[src/rtl/blkdma_pkg.sv]
package blkdma_pkg;
  localparam int ADDR_W = 20;
  localparam int CNT_W  = 16;
  localparam int BYTE_W = 8;
  localparam int RIDX_W = 4;
  localparam int HI_W   = ADDR_W - 16;
  localparam int GO_BIT = 7;

  localparam logic [RIDX_W-1:0] IX_SRC_LO  = 4'd0;
  localparam logic [RIDX_W-1:0] IX_SRC_MID = 4'd1;
  localparam logic [RIDX_W-1:0] IX_SRC_HI  = 4'd2;
  localparam logic [RIDX_W-1:0] IX_DST_LO  = 4'd3;
  localparam logic [RIDX_W-1:0] IX_DST_MID = 4'd4;
  localparam logic [RIDX_W-1:0] IX_DST_HI  = 4'd5;
  localparam logic [RIDX_W-1:0] IX_CNT_LO  = 4'd6;
  localparam logic [RIDX_W-1:0] IX_CNT_HI  = 4'd7;
  localparam logic [RIDX_W-1:0] IX_CTRL    = 4'd8;

  typedef enum logic [1:0] {
    ST_IDLE  = 2'd0,
    ST_READ  = 2'd1,
    ST_WRITE = 2'd2
  } eng_state_t;
endpackage

[src/rtl/blkdma_regs.sv]
module blkdma_regs
  import blkdma_pkg::*;
(
  input  logic              clk,
  input  logic              rst_n,
  input  logic              reg_we,
  input  logic [RIDX_W-1:0] reg_addr,
  input  logic [BYTE_W-1:0] reg_wdata,
  output logic [BYTE_W-1:0] reg_rdata,
  input  logic              busy,
  input  logic              done,
  input  logic [15:0]       fin_src,
  input  logic [15:0]       fin_dst,
  output logic              go,
  output logic [ADDR_W-1:0] src_addr,
  output logic [ADDR_W-1:0] dst_addr,
  output logic [CNT_W-1:0]  xfer_cnt
);
  logic [BYTE_W-1:0] src_q [2];
  logic [BYTE_W-1:0] src_d [2];
  logic [BYTE_W-1:0] dst_q [2];
  logic [BYTE_W-1:0] dst_d [2];
  logic [BYTE_W-1:0] cnt_q [2];
  logic [BYTE_W-1:0] cnt_d [2];
  logic [HI_W-1:0]   src_hi_q, src_hi_d, dst_hi_q, dst_hi_d;
  logic [BYTE_W-1:0] ctrl_q, ctrl_d;
  logic              wr_ok, start_req, cnt_zero;

  assign src_addr  = {src_hi_q, src_q[1], src_q[0]};
  assign dst_addr  = {dst_hi_q, dst_q[1], dst_q[0]};
  assign xfer_cnt  = {cnt_q[1], cnt_q[0]};
  assign cnt_zero  = (xfer_cnt == '0);
  assign wr_ok     = reg_we && !busy;
  assign start_req = wr_ok && (reg_addr == IX_CTRL) && reg_wdata[GO_BIT];
  assign go        = start_req && !cnt_zero;

  always_comb begin
    src_d    = src_q;
    dst_d    = dst_q;
    cnt_d    = cnt_q;
    src_hi_d = src_hi_q;
    dst_hi_d = dst_hi_q;
    ctrl_d   = ctrl_q;
    if (done) begin
      src_d[0] = fin_src[7:0];
      src_d[1] = fin_src[15:8];
      dst_d[0] = fin_dst[7:0];
      dst_d[1] = fin_dst[15:8];
      cnt_d[0] = '0;
      cnt_d[1] = '0;
      ctrl_d   = '0;
    end else if (wr_ok) begin
      case (reg_addr)
        IX_SRC_LO:  src_d[0] = reg_wdata;
        IX_SRC_MID: src_d[1] = reg_wdata;
        IX_SRC_HI:  src_hi_d = reg_wdata[HI_W-1:0];
        IX_DST_LO:  dst_d[0] = reg_wdata;
        IX_DST_MID: dst_d[1] = reg_wdata;
        IX_DST_HI:  dst_hi_d = reg_wdata[HI_W-1:0];
        IX_CNT_LO:  cnt_d[0] = reg_wdata;
        IX_CNT_HI:  cnt_d[1] = reg_wdata;
        IX_CTRL:    ctrl_d   = (start_req && cnt_zero) ? '0 : reg_wdata;
        default: ;
      endcase
    end
  end

  always_comb begin
    case (reg_addr)
      IX_SRC_LO:  reg_rdata = src_q[0];
      IX_SRC_MID: reg_rdata = src_q[1];
      IX_SRC_HI:  reg_rdata = BYTE_W'(src_hi_q);
      IX_DST_LO:  reg_rdata = dst_q[0];
      IX_DST_MID: reg_rdata = dst_q[1];
      IX_DST_HI:  reg_rdata = BYTE_W'(dst_hi_q);
      IX_CNT_LO:  reg_rdata = cnt_q[0];
      IX_CNT_HI:  reg_rdata = cnt_q[1];
      IX_CTRL:    reg_rdata = ctrl_q;
      default:    reg_rdata = '0;
    endcase
  end

  always_ff @(posedge clk or negedge rst_n) begin
    if (!rst_n) begin
      for (int i = 0; i < 2; i++) begin
        src_q[i] <= '0;
        dst_q[i] <= '0;
        cnt_q[i] <= '0;
      end
      src_hi_q <= '0;
      dst_hi_q <= '0;
      ctrl_q   <= '0;
    end else begin
      src_q    <= src_d;
      dst_q    <= dst_d;
      cnt_q    <= cnt_d;
      src_hi_q <= src_hi_d;
      dst_hi_q <= dst_hi_d;
      ctrl_q   <= ctrl_d;
    end
  end
endmodule

[src/rtl/blkdma_engine.sv]
module blkdma_engine
  import blkdma_pkg::*;
(
  input  logic              clk,
  input  logic              rst_n,
  input  logic              go,
  input  logic [ADDR_W-1:0] src_addr,
  input  logic [ADDR_W-1:0] dst_addr,
  input  logic [CNT_W-1:0]  xfer_cnt,
  output logic              busy,
  output logic              done,
  output logic [15:0]       fin_src,
  output logic [15:0]       fin_dst,
  output logic              mem_req,
  output logic              mem_we,
  output logic [ADDR_W-1:0] mem_addr,
  output logic [BYTE_W-1:0] mem_wdata,
  input  logic [BYTE_W-1:0] mem_rdata,
  input  logic              mem_ack
);
  eng_state_t        state_q, state_d;
  logic [ADDR_W-1:0] src_q, src_d, dst_q, dst_d;
  logic [CNT_W-1:0]  rem_q, rem_d;
  logic [BYTE_W-1:0] data_q, data_d;

  always_comb begin
    state_d = state_q;
    src_d   = src_q;
    dst_d   = dst_q;
    rem_d   = rem_q;
    data_d  = data_q;
    done    = 1'b0;
    case (state_q)
      ST_IDLE: if (go) begin
        src_d   = src_addr;
        dst_d   = dst_addr;
        rem_d   = xfer_cnt;
        state_d = ST_READ;
      end
      ST_READ: if (mem_ack) begin
        data_d  = mem_rdata;
        state_d = ST_WRITE;
      end
      ST_WRITE: if (mem_ack) begin
        src_d = src_q + ADDR_W'(1);
        dst_d = dst_q + ADDR_W'(1);
        rem_d = rem_q - CNT_W'(1);
        if (rem_q == CNT_W'(1)) begin
          state_d = ST_IDLE;
          done    = 1'b1;
        end else begin
          state_d = ST_READ;
        end
      end
      default: state_d = ST_IDLE;
    endcase
  end

  assign fin_src   = src_q[15:0] + 16'd1;
  assign fin_dst   = dst_q[15:0] + 16'd1;
  assign busy      = (state_q != ST_IDLE);
  assign mem_req   = busy;
  assign mem_we    = (state_q == ST_WRITE);
  assign mem_addr  = mem_we ? dst_q : src_q;
  assign mem_wdata = data_q;

  always_ff @(posedge clk or negedge rst_n) begin
    if (!rst_n) begin
      state_q <= ST_IDLE;
      src_q   <= '0;
      dst_q   <= '0;
      rem_q   <= '0;
      data_q  <= '0;
    end else begin
      state_q <= state_d;
      src_q   <= src_d;
      dst_q   <= dst_d;
      rem_q   <= rem_d;
      data_q  <= data_d;
    end
  end
endmodule

[src/rtl/blkdma_top.sv]
module blkdma_top
  import blkdma_pkg::*;
(
  input  logic              clk,
  input  logic              rst_n,
  input  logic              reg_we,
  input  logic [RIDX_W-1:0] reg_addr,
  input  logic [BYTE_W-1:0] reg_wdata,
  output logic [BYTE_W-1:0] reg_rdata,
  output logic              busy,
  output logic              mem_req,
  output logic              mem_we,
  output logic [ADDR_W-1:0] mem_addr,
  output logic [BYTE_W-1:0] mem_wdata,
  input  logic [BYTE_W-1:0] mem_rdata,
  input  logic              mem_ack
);
  logic              rst_meta, rst_sync;
  logic              go, done;
  logic [15:0]       fin_src, fin_dst;
  logic [ADDR_W-1:0] src_addr, dst_addr;
  logic [CNT_W-1:0]  xfer_cnt;

  always_ff @(posedge clk or negedge rst_n) begin
    if (!rst_n) begin
      rst_meta <= 1'b0;
      rst_sync <= 1'b0;
    end else begin
      rst_meta <= 1'b1;
      rst_sync <= rst_meta;
    end
  end

  blkdma_regs u_regs (
    .clk      (clk),
    .rst_n    (rst_sync),
    .reg_we   (reg_we),
    .reg_addr (reg_addr),
    .reg_wdata(reg_wdata),
    .reg_rdata(reg_rdata),
    .busy     (busy),
    .done     (done),
    .fin_src  (fin_src),
    .fin_dst  (fin_dst),
    .go       (go),
    .src_addr (src_addr),
    .dst_addr (dst_addr),
    .xfer_cnt (xfer_cnt)
  );

  blkdma_engine u_engine (
    .clk      (clk),
    .rst_n    (rst_sync),
    .go       (go),
    .src_addr (src_addr),
    .dst_addr (dst_addr),
    .xfer_cnt (xfer_cnt),
    .busy     (busy),
    .done     (done),
    .fin_src  (fin_src),
    .fin_dst  (fin_dst),
    .mem_req  (mem_req),
    .mem_we   (mem_we),
    .mem_addr (mem_addr),
    .mem_wdata(mem_wdata),
    .mem_rdata(mem_rdata),
    .mem_ack  (mem_ack)
  );
endmodule

[config.mk]
export PLATFORM = sky130hd
export DESIGN_NAME = blkdma_top
export DESIGN_NICKNAME = d
export VERILOG_FILES = /design/src/rtl/blkdma_pkg.sv /design/src/rtl/blkdma_regs.sv /design/src/rtl/blkdma_engine.sv /design/src/rtl/blkdma_top.sv
export SDC_FILE = /design/constraint.sdc
export NUM_CORES = 1
export LEC_CHECK = 0
export ABC_AREA = 1
export CAP_MARGIN = 10
export CORE_MARGIN = 2
export CORE_UTILIZATION = 55
export CTS_BUF_LIST = sky130_fd_sc_hd__clkbuf_2
export CTS_CLUSTER_DIAMETER = 100
export DETAILED_ROUTE_END_ITERATION = 7
export GPL_TIMING_DRIVEN = 0
export PLACE_DENSITY = 0.82
export RECOVER_POWER = 100
export SLEW_MARGIN = 10
export SYNTH_ARGS = -nofsm -noshare
export SYNTH_HDL_FRONTEND = slang
export SYNTH_SLANG_ARGS = --single-unit
[constraint.sdc]
create_clock -name clk -period 3.8 [get_ports clk]
set_clock_uncertainty 0.1 [all_clocks]
set_input_delay 0.95 -clock clk [delete_from_list [all_inputs] [get_ports clk]]
set_output_delay 0.95 -clock clk [all_outputs]
set_load 0.01 [all_outputs]
-- After elaboration in Yosys (flattened, before gate mapping)
Cells that the tools add are included.
- output and inout bits: 39
- register bits after elaboration: 132
- word-level logic and storage cells: 103
- input port bits: 24
- eq/ne operators: 14
- reductions and logical operators: 32
- add/subtract/negate cells: 5
- muxes and demuxes: 35
- bitwise gates (word level): 1
- operator list (operator ; count):
    $mux 16 ; 8
    $mux 20 ; 5
    $mux 8 ; 10
    $pmux 20 s2 ; 2
    $pmux 8 s9 ; 1
    $add 20x1->20 const B ; 2
    $add 16x1->16 const B ; 2
    $pmux 16 s2 ; 1
    $reduce_bool 2->1 ; 10
    $eq 16x1->1 const B ; 1
    $eq 4x3->1 const B ; 4
    $logic_not 16->1 ; 1
    $reduce_and 2->1 ; 8
    $sub 16x1->16 const B ; 1
    $reduce_and 3->1 ; 4
    $eq 4x2->1 const B ; 2
    $mux 2 ; 3
    $ne 2x2->1 const B ; 3
    $pmux 2 s3 ; 1
    $logic_and 1x1->1 ; 5
    $eq 4x1->1 const B ; 1
    $eq 4x4->1 const B ; 1
    $logic_not 4->1 ; 1
    $mux 1 ; 4
    other kinds (5) ; 6

-- Logic depth before layout (Yosys ltp)
- depth after elaboration: 10
- gate-level depth with buffers: 11
- depth with buffers taken out: 11

-- By module
A second synthesis with hierarchy kept.
- cells, all modules: 1184
- area, all modules: 8194.1 um^2
- by module, submodules not included (module ; cells an instance ; instances ; sequential area each (um^2) ; area each (um^2)):
    blkdma_engine ; 725 ; 1 ; 1651.6 ; 4740.8
    blkdma_regs ; 456 ; 1 ; 1601.5 ; 3399.5
    blkdma_top ; 3 ; 1 ; 50.0 ; 53.8

-- Worst setup path before layout
OpenSTA, ideal clock, no wires.
- path type: in2out
- from: in reg_addr[2]
- to: out reg_rdata[3]
- required time: 2750 ps
- data arrival time: 1666 ps
- slack: 1084 ps
- stages: 8
- path through: inv_1 -> nor2_2 -> nand2_1 -> inv_1 -> nand2_1 -> o21ai_0 -> nor2_1 -> o211ai_1
- longest elaborated chain between the ends: 2
- elaborated cells between the ends (all ways): 10
- ends and longest elaborated chain (what ; RTL line ; source):
    from (decl) ; blkdma_top.sv:7 ; input logic [RIDX_W-1:0] reg_addr,
    $eq 4x4->1, or another cell as far along ; blkdma_regs.sv:69 ; case (reg_addr)
    $pmux 8 s9 (*) ; blkdma_regs.sv:69 ;
    to (decl) ; blkdma_top.sv:9 ; output logic [BYTE_W-1:0] reg_rdata,
Mark *: on every way between the ends. The rest lies on a longest branch, timed or not.

-- Final worst setup path
- from: in reg_addr[0]
- to: out reg_rdata[4]
The elaborated chain is that of the path after synthesis.

==> results.rst <==
.. list-table::
   :header-rows: 1

   * - Metric
     - Value
   * - Register-to-register setup slack
     - 1.22 ns
   * - Stage delay of the slowest cell on the critical path
     - 0.54 ns
   * - Post-layout min period
     - 3.78 ns
   * - Slowest library cell on the worst path
     - sky130_fd_sc_hd__clkdlybuf4s50_1
   * - Remaining global-route overflow
     - 0
   * - Total routing resource utilization after global routing
     - 36.1%
   * - Number of routed nets with antenna violations
     - 0
   * - CTS Sinks
     - 132
   * - Final clock period utilization by the worst path
     - 99.5%
   * - Starting density of the core
     - 55.8%
   * - Setup-failing EPs final
     - 0
   * - First-pass detailed-route iteration total
     - 8
   * - Iter 0 DRT Violations
     - 1143
   * - Total power divided by cell area
     - 684 mW/mm2
   * - Area enclosed by the die boundary
     - 0.0156 mm2
   * - Least-Margin Pin Slew
     - 1.49 ns
   * - Final count of hold timing violations
     - 0
   * - Via count of the routed design
     - 8504
   * - Routed WL
     - 27.5 mm
   * - Vias in the first global route
     - 7922
   * - Comb pwr share
     - 45.6%
   * - Cell area after technology mapping
     - 0.00805 mm2
   * - CP Class
     - input pin to output port
   * - Count of warnings emitted by yosys
     - 0
   * - Critical path data arrival time
     - 2.73 ns
   * - Final Instance Area
     - 0.00926 mm2
   * - Number of antenna violations at the first check in global routing
     - 1
   * - CTS Root Cell
     - sky130_fd_sc_hd__clkbuf_2
   * - Critical Path End Type
     - output port
   * - Number of nets at the end of the flow
     - 1287
   * - Leakage dissipation
     - 4.50 nW
   * - Average cell area after synthesis
     - 6.85 um2
   * - Commonest non-fill, non-tap cell in the layout
     - sky130_fd_sc_hd__nand2_1
   * - Number of unique standard cell types used by synthesis
     - 36
   * - Violated checks
     - DRC
   * - Internal Dissipation
     - 3.38 mW
   * - Fraction of the yosys area taken by sequential cells
     - 41.0%
   * - Largest net degree at the start of global routing
     - 59
   * - Cell chain of the critical path
     - clkdlybuf4s50_1 -> nand2_1 -> inv_1 -> nand2_2 -> o22ai_2 -> a211oi_2 -> nand2_1 -> clkdlybuf4s50_1
   * - Clock-pin slew on the worst setup and hold paths
     - 0.20 ns
   * - Final weighted congestion of routability-driven global placement
     - 1.01
   * - Number of flops mapped to enable cells by yosys
     - 0
   * - Max-cap check violation count
     - 0
   * - Clock Latency Late Sink
     - 0.76 ns
   * - Die extent in x
     - 125 um
   * - Sw Share
     - 46.5%
   * - Standard cell core area
     - 0.0144 mm2
   * - CTS buffer count
     - 17
   * - Switching power of the nets
     - 2.95 mW
   * - Most frequent cells in the layout
     - sky130_fd_sc_hd__nand2_1, sky130_fd_sc_hd__inv_1, sky130_fd_sc_hd__dfrtp_1
   * - Dominant delay contributor by cell family on the critical path
     - buffers and inverters
   * - Worst setup timing slack at the placement stage
     - -0.204 ns
   * - Seq cells post-synth
     - 132
   * - Cells after Synth
     - 1175
   * - Wire length per cell after detailed routing
     - 18.9 um
   * - Worst-case clock buffer depth
     - 2
   * - Die Span Y
     - 125 um
   * - Syn_nets
     - 1203
   * - Worst max-slew margin expressed relative to the limit
     - 0.346%
   * - Class of the tightest hold or removal check
     - register to register
   * - Synth Flop Type
     - sky130_fd_sc_hd__dfrtp_1
   * - Count of H-tree levels built during CTS
     - 4
   * - Wire length of the first global-routing pass
     - 43.3 mm
   * - Filler Cells Inserted
     - 1374
   * - RSZ-0062 raised after global routing
     - true
   * - Remaining design rule violation count
     - 6
   * - Max IR drop VDD
     - 0.375 mV
   * - Fin Setup TNS
     - 0 ns
   * - Vias/cell
     - 5.84
   * - HPWL reported at the end of detailed placement
     - 20.9 mm
   * - Dpl cell area
     - 0.00896 mm2
   * - Run status
     - complete, but fails checks
   * - Fraction of synthesis flops using an asynchronous set or reset pin
     - 100%
   * - Floorplan row count
     - 44
   * - Kind of launch point of the worst setup path
     - input pin
   * - Number of hold buffers added after CTS
     - 0
   * - Slew Viols, Final
     - 0
   * - Highest fanout seen on the critical path
     - 7
   * - Worst path buffer plus inverter count
     - 3
   * - Area grow syn2layout
     - 15.0%
   * - Fmax
     - 0.264 GHz
   * - Min setup slack post-route
     - 0.0172 ns
   * - Reg power frac
     - 40.6%
   * - Clock tree from TritonCTS
     - built
   * - Required arrival time at the worst endpoint
     - 2.75 ns
   * - Share of final-layout standard cells stronger than drive strength 1
     - 9.04%
   * - Number of buffer cells added on primary ports
     - 62
   * - Clock power share
     - 13.8%
   * - I/O pins
     - 63
-- worst paths after layout --
path / start / end / cells past startpoint
max in group asynchronous: rst_sync / u_engine.rem_q[13] / 1
max reg2reg: rst_sync / u_engine.rem_q[13] / 1
min: rst_meta / rst_sync / 0
min reg2reg: rst_meta / rst_sync / 0
min in group asynchronous: rst_n / rst_meta / 1
max: reg_addr[0] / reg_rdata[4] / 8
-- synthesized netlist by cell type, types with 2 or more instances --
| cell | n | area (um2) |
|---|---|---|
| sky130_fd_sc_hd__a21oi_1 | 17 | 85.1 |
| sky130_fd_sc_hd__buf_2 | 18 | 90.1 |
| sky130_fd_sc_hd__buf_4 | 3 | 22.5 |
| sky130_fd_sc_hd__buf_6 | 2 | 22.5 |
| sky130_fd_sc_hd__clkbuf_1 | 15 | 56.3 |
| sky130_fd_sc_hd__dfrtp_1 | 132 | 3300 |
| sky130_fd_sc_hd__ha_1 | 4 | 50.1 |
| sky130_fd_sc_hd__inv_1 | 135 | 507 |
| sky130_fd_sc_hd__inv_2 | 4 | 15.0 |
| sky130_fd_sc_hd__mux2_2 | 8 | 90.1 |
| sky130_fd_sc_hd__nand2_1 | 408 | 1530 |
| sky130_fd_sc_hd__nand2_2 | 5 | 31.3 |
| sky130_fd_sc_hd__nand2_4 | 2 | 22.5 |
| sky130_fd_sc_hd__nand3_1 | 123 | 616 |
| sky130_fd_sc_hd__nand3b_1 | 3 | 22.5 |
| sky130_fd_sc_hd__nand4_1 | 11 | 68.8 |
| sky130_fd_sc_hd__nor2_1 | 93 | 349 |
| sky130_fd_sc_hd__nor2_2 | 4 | 25.0 |
| sky130_fd_sc_hd__nor2_4 | 4 | 45.0 |
| sky130_fd_sc_hd__nor3_1 | 4 | 20.0 |
| sky130_fd_sc_hd__o211ai_1 | 25 | 188 |
| sky130_fd_sc_hd__o21ai_0 | 112 | 561 |
| sky130_fd_sc_hd__o21ai_2 | 2 | 17.5 |
| sky130_fd_sc_hd__o22ai_1 | 11 | 68.8 |
| sky130_fd_sc_hd__or2_2 | 6 | 37.5 |
| sky130_fd_sc_hd__xor2_1 | 14 | 123 |
-- final cells by class --
class | instances | area, um2 | area share [%]
diodes | 1 | 2.50 | 0.0270
plain buffers | 39 | 211 | 2.28
clock buffers | 19 | 95.1 | 1.03
clock inverters | 13 | 136 | 1.47
inverters | 139 | 522 | 5.64
multi-input cells | 865 | 4100 | 44.3
flip-flops and latches | 132 | 3300 | 35.7
well taps | 184 | 230 | 2.49
repair buffers | 65 | 652 | 7.04
-- sequential cells by signal (all words and copies together), names as in the netlist --
name,cells
rst_sync,1
u_regs.dst_addr,16
u_regs.src_hi_q,4
u_regs.ctrl_q,8
rst_meta,1
u_regs.xfer_cnt,16
u_regs.dst_hi_q,4
u_engine.state_q,2
u_engine.dst_q,20
u_engine.mem_wdata,8
u_regs.src_addr,16
u_engine.rem_q,16
u_engine.src_q,20
-- power by group through the flow --
stage	Combinational [mW]	Sequential, mW	Clock [mW]
global route	3.16	2.63	0.936
finish	2.89	2.57	0.872
CTS	2.79	2.53	0.874
detailed placement	2.77	2.56	0
floorplan	1.72	2.42	0
global placement	2.69	2.57	0
-- per-layer routing --
layer,part of all wire [%],GRT usage [%],vias to the layer above
met1,41,51.7,3896
li1,-,-,3931
met5,0,0,-
met4,5.0,16.7,0
met2,41,50.3,578
met3,13,11.3,99
-- metrics by stage --
stage	utilization, %	hold slack (ns)	instances	total power, mW
CTS	64.2	0.172	1456	6.20
finish	64.2	0.283	1457	6.33
detailed placement	62.1	0.172	1423	5.33
global placement	61.7	0.242	1421	5.26
global route	64.2	0.254	1457	6.73
floorplan	-	0.231	1175	4.13
-- cells by family (layout without fill, tap and decap cells) --
| kind of cell | count (synthesis) | in the layout | share of synthesized area [%] |
|---|---|---|---|
| AO/OA/AOI/OAI | 173 | 173 | 12.0 |
| XOR/XNOR | 15 | 15 | 1.63 |
| adder cells (fa/ha/maj) | 4 | 4 | 0.622 |
| buffers and inverters | 178 | 275 | 8.91 |
| flip-flops | 132 | 132 | 41.0 |
| multiplexers | 8 | 8 | 1.12 |
| other | 1 | 2 | 0.0466 |
| AND/OR/NAND/NOR | 664 | 664 | 34.6 |
-- repair_timing --
item,CTS,global route
setup endpoints to repair,28,24
pin swaps,1,0
gates resized for setup,31,19
setup buffers,1,0
Note: power is estimated with default switching activity, not from simulation.
